--- config.mk ---
export PLATFORM = sky130hd
export DESIGN_NAME = dfe_lms_engine
export DESIGN_NICKNAME = d
export VERILOG_FILES = /design/src/rtl/dfe_pkg.sv /design/src/rtl/dfe_feedback_sum.sv /design/src/rtl/dfe_slicer_err.sv /design/src/rtl/dfe_tap_bank.sv /design/src/rtl/dfe_lms_engine.sv
export SDC_FILE = /design/constraint.sdc
export NUM_CORES = 1
export LEC_CHECK = 0
export ABC_AREA = 1
export BUFFER_PORTS_ARGS = -buffer_cell sky130_fd_sc_hd__buf_2
export CAP_MARGIN = 20
export CORE_MARGIN = 3
export CORE_UTILIZATION = 30
export DETAILED_ROUTE_END_ITERATION = 10
export GPL_ROUTABILITY_DRIVEN = 0
export GPL_TIMING_DRIVEN = 0
export PLACE_DENSITY_LB_ADDON = 0.2
export SETUP_SLACK_MARGIN = 0.05
export SLEW_MARGIN = 10
export SYNTH_ARGS = -nofsm -noshare
export SYNTH_HDL_FRONTEND = slang
export SYNTH_SLANG_ARGS = --single-unit
--- constraint.sdc ---
create_clock -name clk -period 19.12 [get_ports clk]
set_clock_uncertainty 0.15 [all_clocks]
set_input_delay 2.868 -clock clk [delete_from_list [all_inputs] [get_ports clk]]
set_output_delay 2.868 -clock clk [all_outputs]
set_load 0.01 [all_outputs]
--- src/rtl/dfe_pkg.sv ---
package dfe_pkg;

  typedef enum logic {
    TGT_BLIND = 1'b0,
    TGT_TRAIN = 1'b1
  } target_sel_e;

  // Map a binary symbol to its signed unit level of the given width.
  function automatic logic signed [31:0] sym_level(input logic sym, input int frac);
    logic signed [31:0] one;
    one = 32'sd1 <<< frac;
    return sym ? one : -one;
  endfunction

endpackage

--- src/rtl/dfe_feedback_sum.sv ---
module dfe_feedback_sum #(
  parameter int DW    = 16,
  parameter int NTAPS = 4,
  parameter int SW    = 19
) (
  input  logic [NTAPS*DW-1:0]   taps_flat,
  input  logic [NTAPS-1:0]      hist,
  output logic signed [SW-1:0]  fb
);

  logic signed [SW-1:0] term [NTAPS];

  for (genvar k = 0; k < NTAPS; k++) begin : g_term
    logic signed [SW-1:0] w_ext;
    assign w_ext   = SW'($signed(taps_flat[k*DW +: DW]));
    assign term[k] = hist[k] ? w_ext : -w_ext;
  end

  always_comb begin
    fb = '0;
    for (int k = 0; k < NTAPS; k++) begin
      fb = fb + term[k];
    end
  end

endmodule

--- src/rtl/dfe_slicer_err.sv ---
module dfe_slicer_err
  import dfe_pkg::*;
#(
  parameter int DW   = 16,
  parameter int SW   = 19,
  parameter int EW   = 20,
  parameter int FRAC = 13
) (
  input  logic [DW-1:0]         sample,
  input  logic signed [SW-1:0]  fb,
  input  logic                  train_sym,
  input  target_sel_e           tsel,
  output logic                  dec,
  output logic signed [EW-1:0]  err
);

  localparam logic signed [EW-1:0] UNIT = EW'(1) <<< FRAC;

  logic signed [SW-1:0] y;
  logic                 tgt_sym;
  logic signed [EW-1:0] tgt;

  assign y       = SW'($signed(sample)) - fb;
  assign dec     = ~y[SW-1];
  assign tgt_sym = (tsel == TGT_TRAIN) ? train_sym : dec;
  assign tgt     = tgt_sym ? UNIT : -UNIT;
  assign err     = EW'(y) - tgt;

endmodule

--- src/rtl/dfe_tap_bank.sv ---
module dfe_tap_bank #(
  parameter int DW       = 16,
  parameter int NTAPS    = 4,
  parameter int EW       = 20,
  parameter int MU_SHIFT = 8
) (
  input  logic                 clk,
  input  logic                 rst,
  input  logic                 upd_en,
  input  logic signed [EW-1:0] err,
  input  logic [NTAPS-1:0]     hist,
  output logic [NTAPS*DW-1:0]  taps_flat
);

  localparam int AW = EW + 1;
  localparam logic signed [AW-1:0] WMAX = AW'((1 <<< (DW-1)) - 1);
  localparam logic signed [AW-1:0] WMIN = -AW'(1 <<< (DW-1));

  logic signed [EW-1:0] step;
  assign step = err >>> MU_SHIFT;

  for (genvar k = 0; k < NTAPS; k++) begin : g_tap
    logic signed [DW-1:0] w_q;
    logic signed [AW-1:0] w_sum;
    logic signed [DW-1:0] w_next;

    assign w_sum = AW'(w_q) + (hist[k] ? AW'(step) : -AW'(step));

    always_comb begin
      if (w_sum > WMAX)      w_next = WMAX[DW-1:0];
      else if (w_sum < WMIN) w_next = WMIN[DW-1:0];
      else                   w_next = w_sum[DW-1:0];
    end

    always_ff @(posedge clk) begin
      if (rst)         w_q <= '0;
      else if (upd_en) w_q <= w_next;
    end

    assign taps_flat[k*DW +: DW] = w_q;
  end

endmodule

--- src/rtl/dfe_lms_engine.sv ---
module dfe_lms_engine
  import dfe_pkg::*;
#(
  parameter int DW       = 16,
  parameter int NTAPS    = 4,
  parameter int FRAC     = 13,
  parameter int MU_SHIFT = 8,
  localparam int SW      = DW + $clog2(NTAPS) + 1,
  localparam int EW      = SW + 1
) (
  input  logic                 clk,
  input  logic                 rst,
  input  logic                 in_valid,
  input  logic [DW-1:0]        sample_in,
  input  logic                 train_sym,
  input  logic                 train_mode,
  input  logic                 freeze,
  output logic                 dec_valid,
  output logic                 dec_out,
  output logic [EW-1:0]        err_out,
  output logic [NTAPS*DW-1:0]  taps_out
);

  logic [NTAPS-1:0]     hist_q;
  logic signed [SW-1:0] fb;
  logic                 dec_c;
  logic signed [EW-1:0] err_c;
  target_sel_e          tsel;

  assign tsel = train_mode ? TGT_TRAIN : TGT_BLIND;

  dfe_feedback_sum #(.DW(DW), .NTAPS(NTAPS), .SW(SW)) u_fb (
    .taps_flat (taps_out),
    .hist      (hist_q),
    .fb        (fb)
  );

  dfe_slicer_err #(.DW(DW), .SW(SW), .EW(EW), .FRAC(FRAC)) u_slice (
    .sample    (sample_in),
    .fb        (fb),
    .train_sym (train_sym),
    .tsel      (tsel),
    .dec       (dec_c),
    .err       (err_c)
  );

  dfe_tap_bank #(.DW(DW), .NTAPS(NTAPS), .EW(EW), .MU_SHIFT(MU_SHIFT)) u_taps (
    .clk       (clk),
    .rst       (rst),
    .upd_en    (in_valid & ~freeze),
    .err       (err_c),
    .hist      (hist_q),
    .taps_flat (taps_out)
  );

  // Decision history: bit 0 holds the most recent decision.
  always_ff @(posedge clk) begin
    if (rst)           hist_q <= '0;
    else if (in_valid) hist_q <= {hist_q[NTAPS-2:0], dec_c};
  end

  always_ff @(posedge clk) begin
    if (rst) begin
      dec_valid <= 1'b0;
      dec_out   <= 1'b0;
      err_out   <= '0;
    end else begin
      dec_valid <= in_valid;
      if (in_valid) begin
        dec_out <= dec_c;
        err_out <= err_c;
      end
    end
  end

endmodule

==> flow_summary.json, run 1 <==
{
  "drtAntennaViolNets": 0,
  "drt_iter0_drc": 809,
  "drv_cap": 0,
  "gr-total-overflow": 0,
  "cts_sinks": 89,
  "die-height_um": 206,
  "die_w_um": 206,
  "fmax_ghz": 0.0904,
  "r2r_setup_slack_ns": 8.51,
  "synth_warnings": 0,
  "grt_pass1_wl_mm": 64.2,
  "final_util_pct": 34.6,
  "clk_pin_slew_ns": 0.08,
  "grt_max_degree": 17,
  "top_layer": "met4",
  "crit_path_start_kind": "primary input",
  "layout.nets": 2082,
  "synth-seq-cells": 89,
  "drive_above_1_share_pct": 12.9,
  "crit_top_cell": "inv_1",
  "netlist.area_leader.share_pct": 14.9,
  "met1_length_mm": 19.6,
  "wl_met2_mm": 19.0,
  "ys_seq_area_share_pct": 14.9,
  "cts_made_buffers": 9,
  "core_area_um2": 39100,
  "status": "complete, no violations",
  "drtPass1Iterations": 5,
  "rows": 72,
  "post_drt_wl_per_cell_um": 17.6,
  "clk_latency_ns": 0.39,
  "ys.flop_type": "dfxtp_1",
  "ios": 108,
  "period_needed_ns": 11.06,
  "via_per_inst": 4.95,
  "diodes": 0,
  "synthesis.area_um2": 12000,
  "cp-end-kind": "flip-flop",
  "post_cts_buffers": 0,
  "syn_nets": 1965,
  "start_util_pct": 30.7,
  "route.vias.total": 11900,
  "path_max_fanout": 10,
  "grtUsageTotal_pct": 20.0,
  "cts_tree": "built",
  "cts_resized": 0,
  "slew_headroom_pct": 32.7,
  "cp_slowest_cell": "xor2_2",
  "synthCells": 1772,
  "synthArstFlopShare_pct": 0,
  "drv_slew": 0,
  "portBuffers": 105,
  "root_buffer": "clkbuf_16",
  "drc": 0,
  "cp.required_ns": 19.25,
  "synth_largest_area_cell": "dfxtp_1",
  "post-route-period-util_pct": 57.9,
  "wl_met3_mm": 2.73,
  "rsz0062_at_grt": "no",
  "cts_hold_buffers": 0,
  "antenna_found_initial": 0,
  "synth-edff-count": 0,
  "htreeDepth": 3,
  "slowest_delay_ns": 0.70,
  "arrival_ns": 11.19,
  "hpwl_mm": 34.6,
  "hold_class": "reg -> reg",
  "synth.distinct_cells": 48,
  "clockBufferDepth": 2,
  "syn_avg_cell_area_um2": 6.77,
  "hold_viol": 0,
  "drt_wl_total_mm": 42.5,
  "fin_tns_setup_ns": 0,
  "crit_type": "in -> reg",
  "worst_slew_pin_slew_ns": 0.999,
  "dieArea_um2": 42400,
  "synthToLayoutAreaGrowth_pct": 12.6,
  "setup_viol": 0,
  "grt_pass1_vias": 11300,
  "synth.area.top_cells": "dfxtp_1 15%, ha_1 12%, nand2_1 11%"
}
==> worst max-delay path, delay by kind of cell <==
kind / cells / cell delay [ns]
XOR/XNOR: 3 / 1.53
AND/OR/NAND/NOR: 7 / 0.81
buffers and inverters: 8 / 0.97
adder cells (fa/ha/maj): 5 / 2.16
AO/OA/AOI/OAI: 14 / 2.84
==> layer usage <==
metal  track usage (%)  vias up
li1                  -     5970
met2              32.6      354
met4              6.76        0
met3              3.12       51
met5                 0        -
met1              27.0     5561
==> final timing paths <==
path / start / end / depth (start not counted)
setup / recovery: sample_in[2] / u_taps.g_tap[3].w_q[5] / 37
hold / removal: err_out[15] / err_out[15] / 2
setup reg to reg: hist_q[2] / u_taps.g_tap[0].w_q[10] / 47
hold reg to reg: err_out[15] / err_out[15] / 2
==> cell usage in the layout (no fill, tap or decap), types with 6 or more instances in the layout <==
| master | count |
|---|---|
| clkbuf_1 | 35 |
| nand2_2 | 33 |
| ha_1 | 112 |
| clkbuf_16 | 9 |
| a21oi_1 | 172 |
| dfxtp_1 | 89 |
| buf_2 | 109 |
| inv_2 | 10 |
| o21ai_1 | 11 |
| nand3_1 | 63 |
| o31ai_1 | 11 |
| nand3_2 | 9 |
| nand2_1 | 341 |
| a21oi_2 | 30 |
| nand4_1 | 6 |
| or2_2 | 9 |
| nor2_2 | 6 |
| nor3_1 | 20 |
| nor2_1 | 123 |
| fa_1 | 59 |
| o21bai_1 | 7 |
| o211ai_1 | 12 |
| o21ai_0 | 156 |
| inv_1 | 257 |
| xnor2_1 | 58 |
| a21boi_0 | 7 |
| nand2_4 | 7 |
| xor2_1 | 79 |
==> cells in the mapped netlist (5+ instances only) <==
| cell type | count |
|---|---|
| a21boi_0 | 7 |
| a21oi_1 | 172 |
| a21oi_2 | 30 |
| a31oi_1 | 5 |
| buf_6 | 5 |
| clkbuf_1 | 35 |
| dfxtp_1 | 89 |
| fa_1 | 59 |
| ha_1 | 112 |
| inv_1 | 257 |
| inv_2 | 10 |
| nand2_1 | 341 |
| nand2_2 | 33 |
| nand2_4 | 7 |
| nand3_1 | 63 |
| nand3_2 | 9 |
| nand4_1 | 6 |
| nor2_1 | 123 |
| nor2_2 | 6 |
| nor3_1 | 20 |
| nor4_1 | 5 |
| o211ai_1 | 12 |
| o21ai_0 | 156 |
| o21ai_1 | 11 |
| o21bai_1 | 7 |
| o31ai_1 | 11 |
| or2_2 | 9 |
| xnor2_1 | 58 |
| xor2_1 | 80 |
==> area by class of cell <==
class                   count  area, µm²
fillers                  4324      25600
inverters                 271       1020
repair buffers            106        533
well taps                 518        648
clock buffers               9        225
clock inverters             7        101
plain buffers              50        254
multi-input cells        1362       8950
flip-flops and latches     89       1780
==> registers in the layout, indices dropped and copies added, names as in the netlist <==
| signal | cells |
|---|---|
| dec_valid | 1 |
| u_taps.g_tap.w_q | 64 |
| hist_q | 4 |
| err_out | 20 |
==> cell families after synthesis <==
logic type               synth area share [%]
AO/OA/AOI/OAI                            19.6
XOR/XNOR                                 10.1
adder cells (fa/ha/maj)                  21.5
buffers and inverters                    10.6
flip-flops                               14.9
AND/OR/NAND/NOR                          23.4
==> through the flow <==
stage / hold slack (ns) / cells / area, µm² / worst slack, ns
after floorplan: 0.366 / 1772 / 12000 / 9.55
after global placement: 0.315 / 2395 / 13200 / 7.32
after detailed placement: 0.320 / 2395 / 13200 / 7.63
after CTS: 0.342 / 2411 / 13500 / 8.05
after global routing: 0.370 / 2412 / 13500 / 7.39
final: 0.341 / 2412 / 13500 / 8.06
Power of run 1 is left out: the tool's default activity adds up to more than one toggle a clock period on the data nets, which glitch-free logic cannot reach.
==> inputs of run 2 (changes only) <==
==> constraint.sdc (replaced) <==
create_clock -name clk -period 10.95 [get_ports clk]
set_clock_uncertainty 0.15 [all_clocks]
set_input_delay 1.6425 -clock clk [delete_from_list [all_inputs] [get_ports clk]]
set_output_delay 1.6425 -clock clk [all_outputs]
set_load 0.01 [all_outputs]
==> run 2 against run 1 <==
Compared with the run above: clock-buffer cell count unchanged; worst hold slack about the same; worst setup slack worse by 7.3 ns; die area unchanged; first-iteration DRC count up 11%; register-to-register slack worse by 7.8 ns; routed wire length up 0.56%; critical endpoint is now u_taps.g_tap[2].w_q[14]; critical path depth up 6; cell count up 0.25%; non-clock buffer count up 6.
==> flow_summary.json, run 2 (synthesis gave the netlist of run 1 again) <==
{
  "crit_path_start_kind": "flip-flop",
  "grt_pass1_wl_mm": 64.2,
  "synthToLayoutAreaGrowth_pct": 13.4,
  "post-route-period-util_pct": 93.5,
  "grt_max_degree": 17,
  "period_needed_ns": 10.24,
  "via_per_inst": 4.92,
  "antenna_found_initial": 0,
  "cp_slowest_cell": "xor2_2",
  "largest_reg_flops": 64,
  "drt_iter0_drc": 900,
  "multi_input_area_um2": 8990,
  "hold_viol": 0,
  "min_from": "err_out[15]",
  "dieArea_um2": 42400,
  "drtAntennaViolNets": 0,
  "htreeDepth": 3,
  "drc": 0,
  "post_drt_wl_per_cell_um": 17.7,
  "crit_top_cell": "nand2_1",
  "top_layer": "met4",
  "arrival_ns": 10.36,
  "grt_pass1_vias": 11300,
  "root_buffer": "clkbuf_16",
  "clk_pin_slew_ns": 0.08,
  "gr-total-overflow": 0,
  "seq_area_um2": 1780,
  "die_w_um": 206,
  "regMostFlops": "u_taps.g_tap.w_q",
  "startpoint": "u_taps.g_tap[1].w_q[0]",
  "drive_above_1_share_pct": 13.6,
  "cts_made_buffers": 9,
  "fin_tns_setup_ns": 0,
  "diodes": 0,
  "grtUsageTotal_pct": 20.0,
  "core_area_um2": 39100,
  "crit_type": "reg -> reg",
  "slew_headroom_pct": 38.8,
  "clk_latency_ns": 0.39,
  "top_regs": "u_taps.g_tap.w_q: 64 flops, err_out: 20 flops, hist_q: 4 flops",
  "die-height_um": 206,
  "drt_wl_total_mm": 42.7,
  "drv_cap": 0,
  "status": "complete, no violations",
  "cts_sinks": 89,
  "path_max_fanout": 10,
  "mostFrequentLayoutCell": "nand2_1",
  "clockBufferDepth": 2,
  "drv_slew": 0,
  "start_util_pct": 30.7,
  "fill_cells": 4311,
  "rsz0062_at_grt": "no",
  "fmax_ghz": 0.0977,
  "cts_tree": "built",
  "cts_hold_buffers": 0,
  "wl_met3_mm": 2.93,
  "met1_length_mm": 19.6,
  "hpwl_mm": 34.6,
  "route.vias.total": 11900,
  "portBuffers": 105,
  "drtPass1Iterations": 6,
  "ios": 108,
  "slowest_delay_ns": 0.76,
  "wl_met2_mm": 19.0,
  "worst_slew_pin_slew_ns": 0.917,
  "hold_class": "reg -> reg",
  "r2r_start": "u_taps.g_tap[1].w_q[0]",
  "layout.nets": 2088,
  "rows": 72,
  "layout_common_cells": "340 x nand2_1, 257 x inv_1, 172 x a21oi_1",
  "cp-end-kind": "flip-flop",
  "cp.required_ns": 11.07,
  "setup_viol": 0
}
-- run 2: cell types whose count changed in the layout (fill, tap and decap cells not counted), sizes merged --
cell | previous run | this run
clkdlybuf4s15 | 0 | 1
clkinv | 5 | 4
clkinvlp | 2 | 3
buf | 120 | 125
-- run 2: layout make-up --
| type | count | share of cell area (%) |
|---|---|---|
| tap | 518 | 4.76 |
| sequential | 89 | 13.1 |
| inverter | 271 | 7.51 |
| clock inverter | 7 | 0.745 |
| multi-input combinational | 1362 | 66.1 |
| buffer | 50 | 1.89 |
| clock buffer | 9 | 1.66 |
| timing repair buffer | 112 | 4.28 |
-- run 2: layer usage --
layer	global-route usage, %	vias to the layer above
met5	0	-
met4	6.76	0
met3	3.12	56
met2	32.6	349
met1	27.0	5515
li1	-	5974
-- run 2: what timing repair did --
item,in CTS,in global routing
endpoints found under the setup margin,0,57
gates resized for setup,0,16
setup buffers,0,5
-- run 2: critical path: cells and delay by family, from the launching register on --
kind / cells / cell delay, ns
compound gates: 15 / 2.96
buf+inv: 7 / 0.94
flops: 1 / 0.48
fa+ha+maj: 7 / 2.95
xor+xnor: 3 / 1.53
simple gates: 11 / 1.11
-- run 2: final timing paths --
path	to	slack, ns	depth (start not counted)
worst max register to register	u_taps.g_tap[2].w_q[14]	0.71	43
worst max-delay path	u_taps.g_tap[2].w_q[14]	0.71	43
worst min-delay path	err_out[15]	0.34	2
worst min register to register	err_out[15]	0.34	2
-- run 2: through the flow --
step / cell area (µm²) / std cells / setup WS (ns) / utilization [%] / hold slack [ns]
finish: 13600 / 2418 / 0.714 / 34.8 / 0.341
global route: 13600 / 2418 / 0.0572 / 34.8 / 0.370
CTS: 13500 / 2411 / 0.463 / 34.5 / 0.342
detailed placement: 13200 / 2395 / 0.486 / 33.7 / 0.320
global placement: 13200 / 2395 / 0.379 / 33.7 / 0.315
floorplan: 12000 / 1772 / 2.16 / - / 0.366
Power of run 2 is left out for the same reason.
==> inputs of run 3 (changes only) <==
--- a/config.mk
+++ b/config.mk
@@ -13,8 +13,10 @@
 export DETAILED_ROUTE_END_ITERATION = 10
 export GPL_ROUTABILITY_DRIVEN = 0
 export GPL_TIMING_DRIVEN = 0
+export MAX_ROUTING_LAYER = met4
 export PLACE_DENSITY_LB_ADDON = 0.2
 export SETUP_SLACK_MARGIN = 0.05
+export SKIP_CTS_REPAIR_TIMING = 1
 export SLEW_MARGIN = 10
 export SYNTH_ARGS = -nofsm -noshare
 export SYNTH_HDL_FRONTEND = slang
==> run 3 against run 2 <==
Compared with the run above: core utilization unchanged; flip-flop and latch count is the same; highest routed layer unchanged; register-to-register slack improved by 0.03 ns; routed wire length about the same; clock-buffer cell count unchanged; global-route usage rose by 0.56 points; critical path depth shrank 1.
==> flow_summary.json, run 3 (synthesis gave the netlist of run 1 again) <==
{
  "slowest_delay_ns": 0.75,
  "cts_made_buffers": 9,
  "portBuffers": 105,
  "route.vias.total": 11900,
  "crit_top_cell": "nand2_1",
  "drv_slew": 0,
  "fill_cells": 4311,
  "start_util_pct": 30.7,
  "multi_input_area_um2": 8990,
  "largest_reg_flops": 64,
  "fmax_ghz": 0.0980,
  "gr-total-overflow": 0,
  "layout.nets": 2088,
  "dieArea_um2": 42400,
  "clk_latency_ns": 0.39,
  "placed_cell_area_um2": 13200,
  "post-route-period-util_pct": 93.2,
  "cp-endpoint": "u_taps.g_tap[3].w_q[13]",
  "drive_above_1_share_pct": 13.6,
  "drt_wl_total_mm": 42.7,
  "min_from": "err_out[15]",
  "root_buffer": "clkbuf_16",
  "r2r_start": "u_taps.g_tap[1].w_q[0]",
  "clockBufferDepth": 2,
  "rows": 72,
  "slew_headroom_pct": 39.6,
  "grt_pass1_wl_mm": 64.2,
  "antenna_found_initial": 0,
  "mostFrequentLayoutCell": "nand2_1",
  "status": "complete, no violations",
  "regMostFlops": "u_taps.g_tap.w_q",
  "crit_type": "reg -> reg",
  "ios": 108,
  "seq_area_um2": 1780,
  "grtUsageTotal_pct": 20.6,
  "timing.rr.end": "u_taps.g_tap[3].w_q[13]",
  "rr_worst_depth": 42,
  "htreeDepth": 3,
  "hold_viol": 0,
  "cp_slowest_cell": "xor2_2",
  "synthToLayoutAreaGrowth_pct": 13.4,
  "core_area_um2": 39100,
  "hold_class": "reg -> reg",
  "die_w_um": 206,
  "drtPass1Iterations": 5,
  "arrival_ns": 10.34,
  "worst_slew_pin_slew_ns": 0.904,
  "diodes": 0,
  "layout_common_cells": "340 x nand2_1, 257 x inv_1, 172 x a21oi_1",
  "period_needed_ns": 10.21,
  "drt_iter0_drc": 894,
  "grt_max_degree": 17,
  "fin_area_um2": 13600,
  "drtAntennaViolNets": 0,
  "crit_path_start_kind": "flip-flop",
  "setup_viol": 0,
  "drv_cap": 0,
  "cts_tree": "built",
  "fin_tns_setup_ns": 0,
  "cts_sinks": 89,
  "path_max_fanout": 10,
  "rsz0062_at_grt": "no",
  "r2r_setup_slack_ns": 0.74,
  "drc": 0,
  "cp-end-kind": "flip-flop",
  "top_regs": "u_taps.g_tap.w_q: 64 flops, err_out: 20 flops, hist_q: 4 flops",
  "cp.required_ns": 11.08,
  "hpwl_mm": 34.6,
  "clk_pin_slew_ns": 0.08,
  "startpoint": "u_taps.g_tap[1].w_q[0]",
  "post_drt_wl_per_cell_um": 17.7,
  "grt_pass1_vias": 11300,
  "via_per_inst": 4.93,
  "die-height_um": 206
}
run 3: cell counts in the layout (fill, tap and decap cells not counted):
No cell type changed its count.
run 3: routing by layer:
| layer | up-vias | wire [µm] | GRT usage [%] |
|---|---|---|---|
| met5 | - | 0 | - |
| met4 | 0 | 1150 | 6.72 |
| met3 | 54 | 2610 | 3.02 |
| met2 | 343 | 19200 | 32.6 |
| met1 | 5548 | 19800 | 27.0 |
| li1 | 5978 | - | - |
run 3: metrics by stage:
stage	hold WS [ns]	utilization [%]	worst slack (ns)	instances
after global placement	0.315	33.7	0.379	2395
after floorplan	0.366	-	2.16	1772
after detailed placement	0.320	33.7	0.486	2395
final	0.341	34.8	0.744	2418
after CTS	0.342	34.5	0.463	2411
after global routing	0.370	34.8	0.0585	2418
run 3: layout make-up:
class | count | area share (%)
sequential | 89 | 13.1
buffer | 50 | 1.89
clock inverter | 7 | 0.745
tap | 518 | 4.76
inverter | 271 | 7.51
multi-input combinational | 1362 | 66.1
timing repair buffer | 112 | 4.28
clock buffer | 9 | 1.66
run 3: worst max-delay path, delay by kind of cell (launching register included):
kind,cells,cell delay (ns)
AND/OR/NAND/NOR,12,1.23
XOR/XNOR,4,1.68
buffers and inverters,6,0.84
AO/OA/AOI/OAI,13,2.73
flip-flops,1,0.48
adder cells (fa/ha/maj),7,2.98
run 3: how the worst min path moves through the flow:
stage               slack (ns)  depth (start not counted)           to
finish                    0.34                          2  err_out[15]
global route              0.37                          2  err_out[11]
CTS                       0.34                          2  err_out[15]
detailed placement        0.32                          2  err_out[15]
global placement          0.31                          2  err_out[12]
floorplan                 0.37                          2  err_out[10]
Power of run 3 is left out for the same reason.
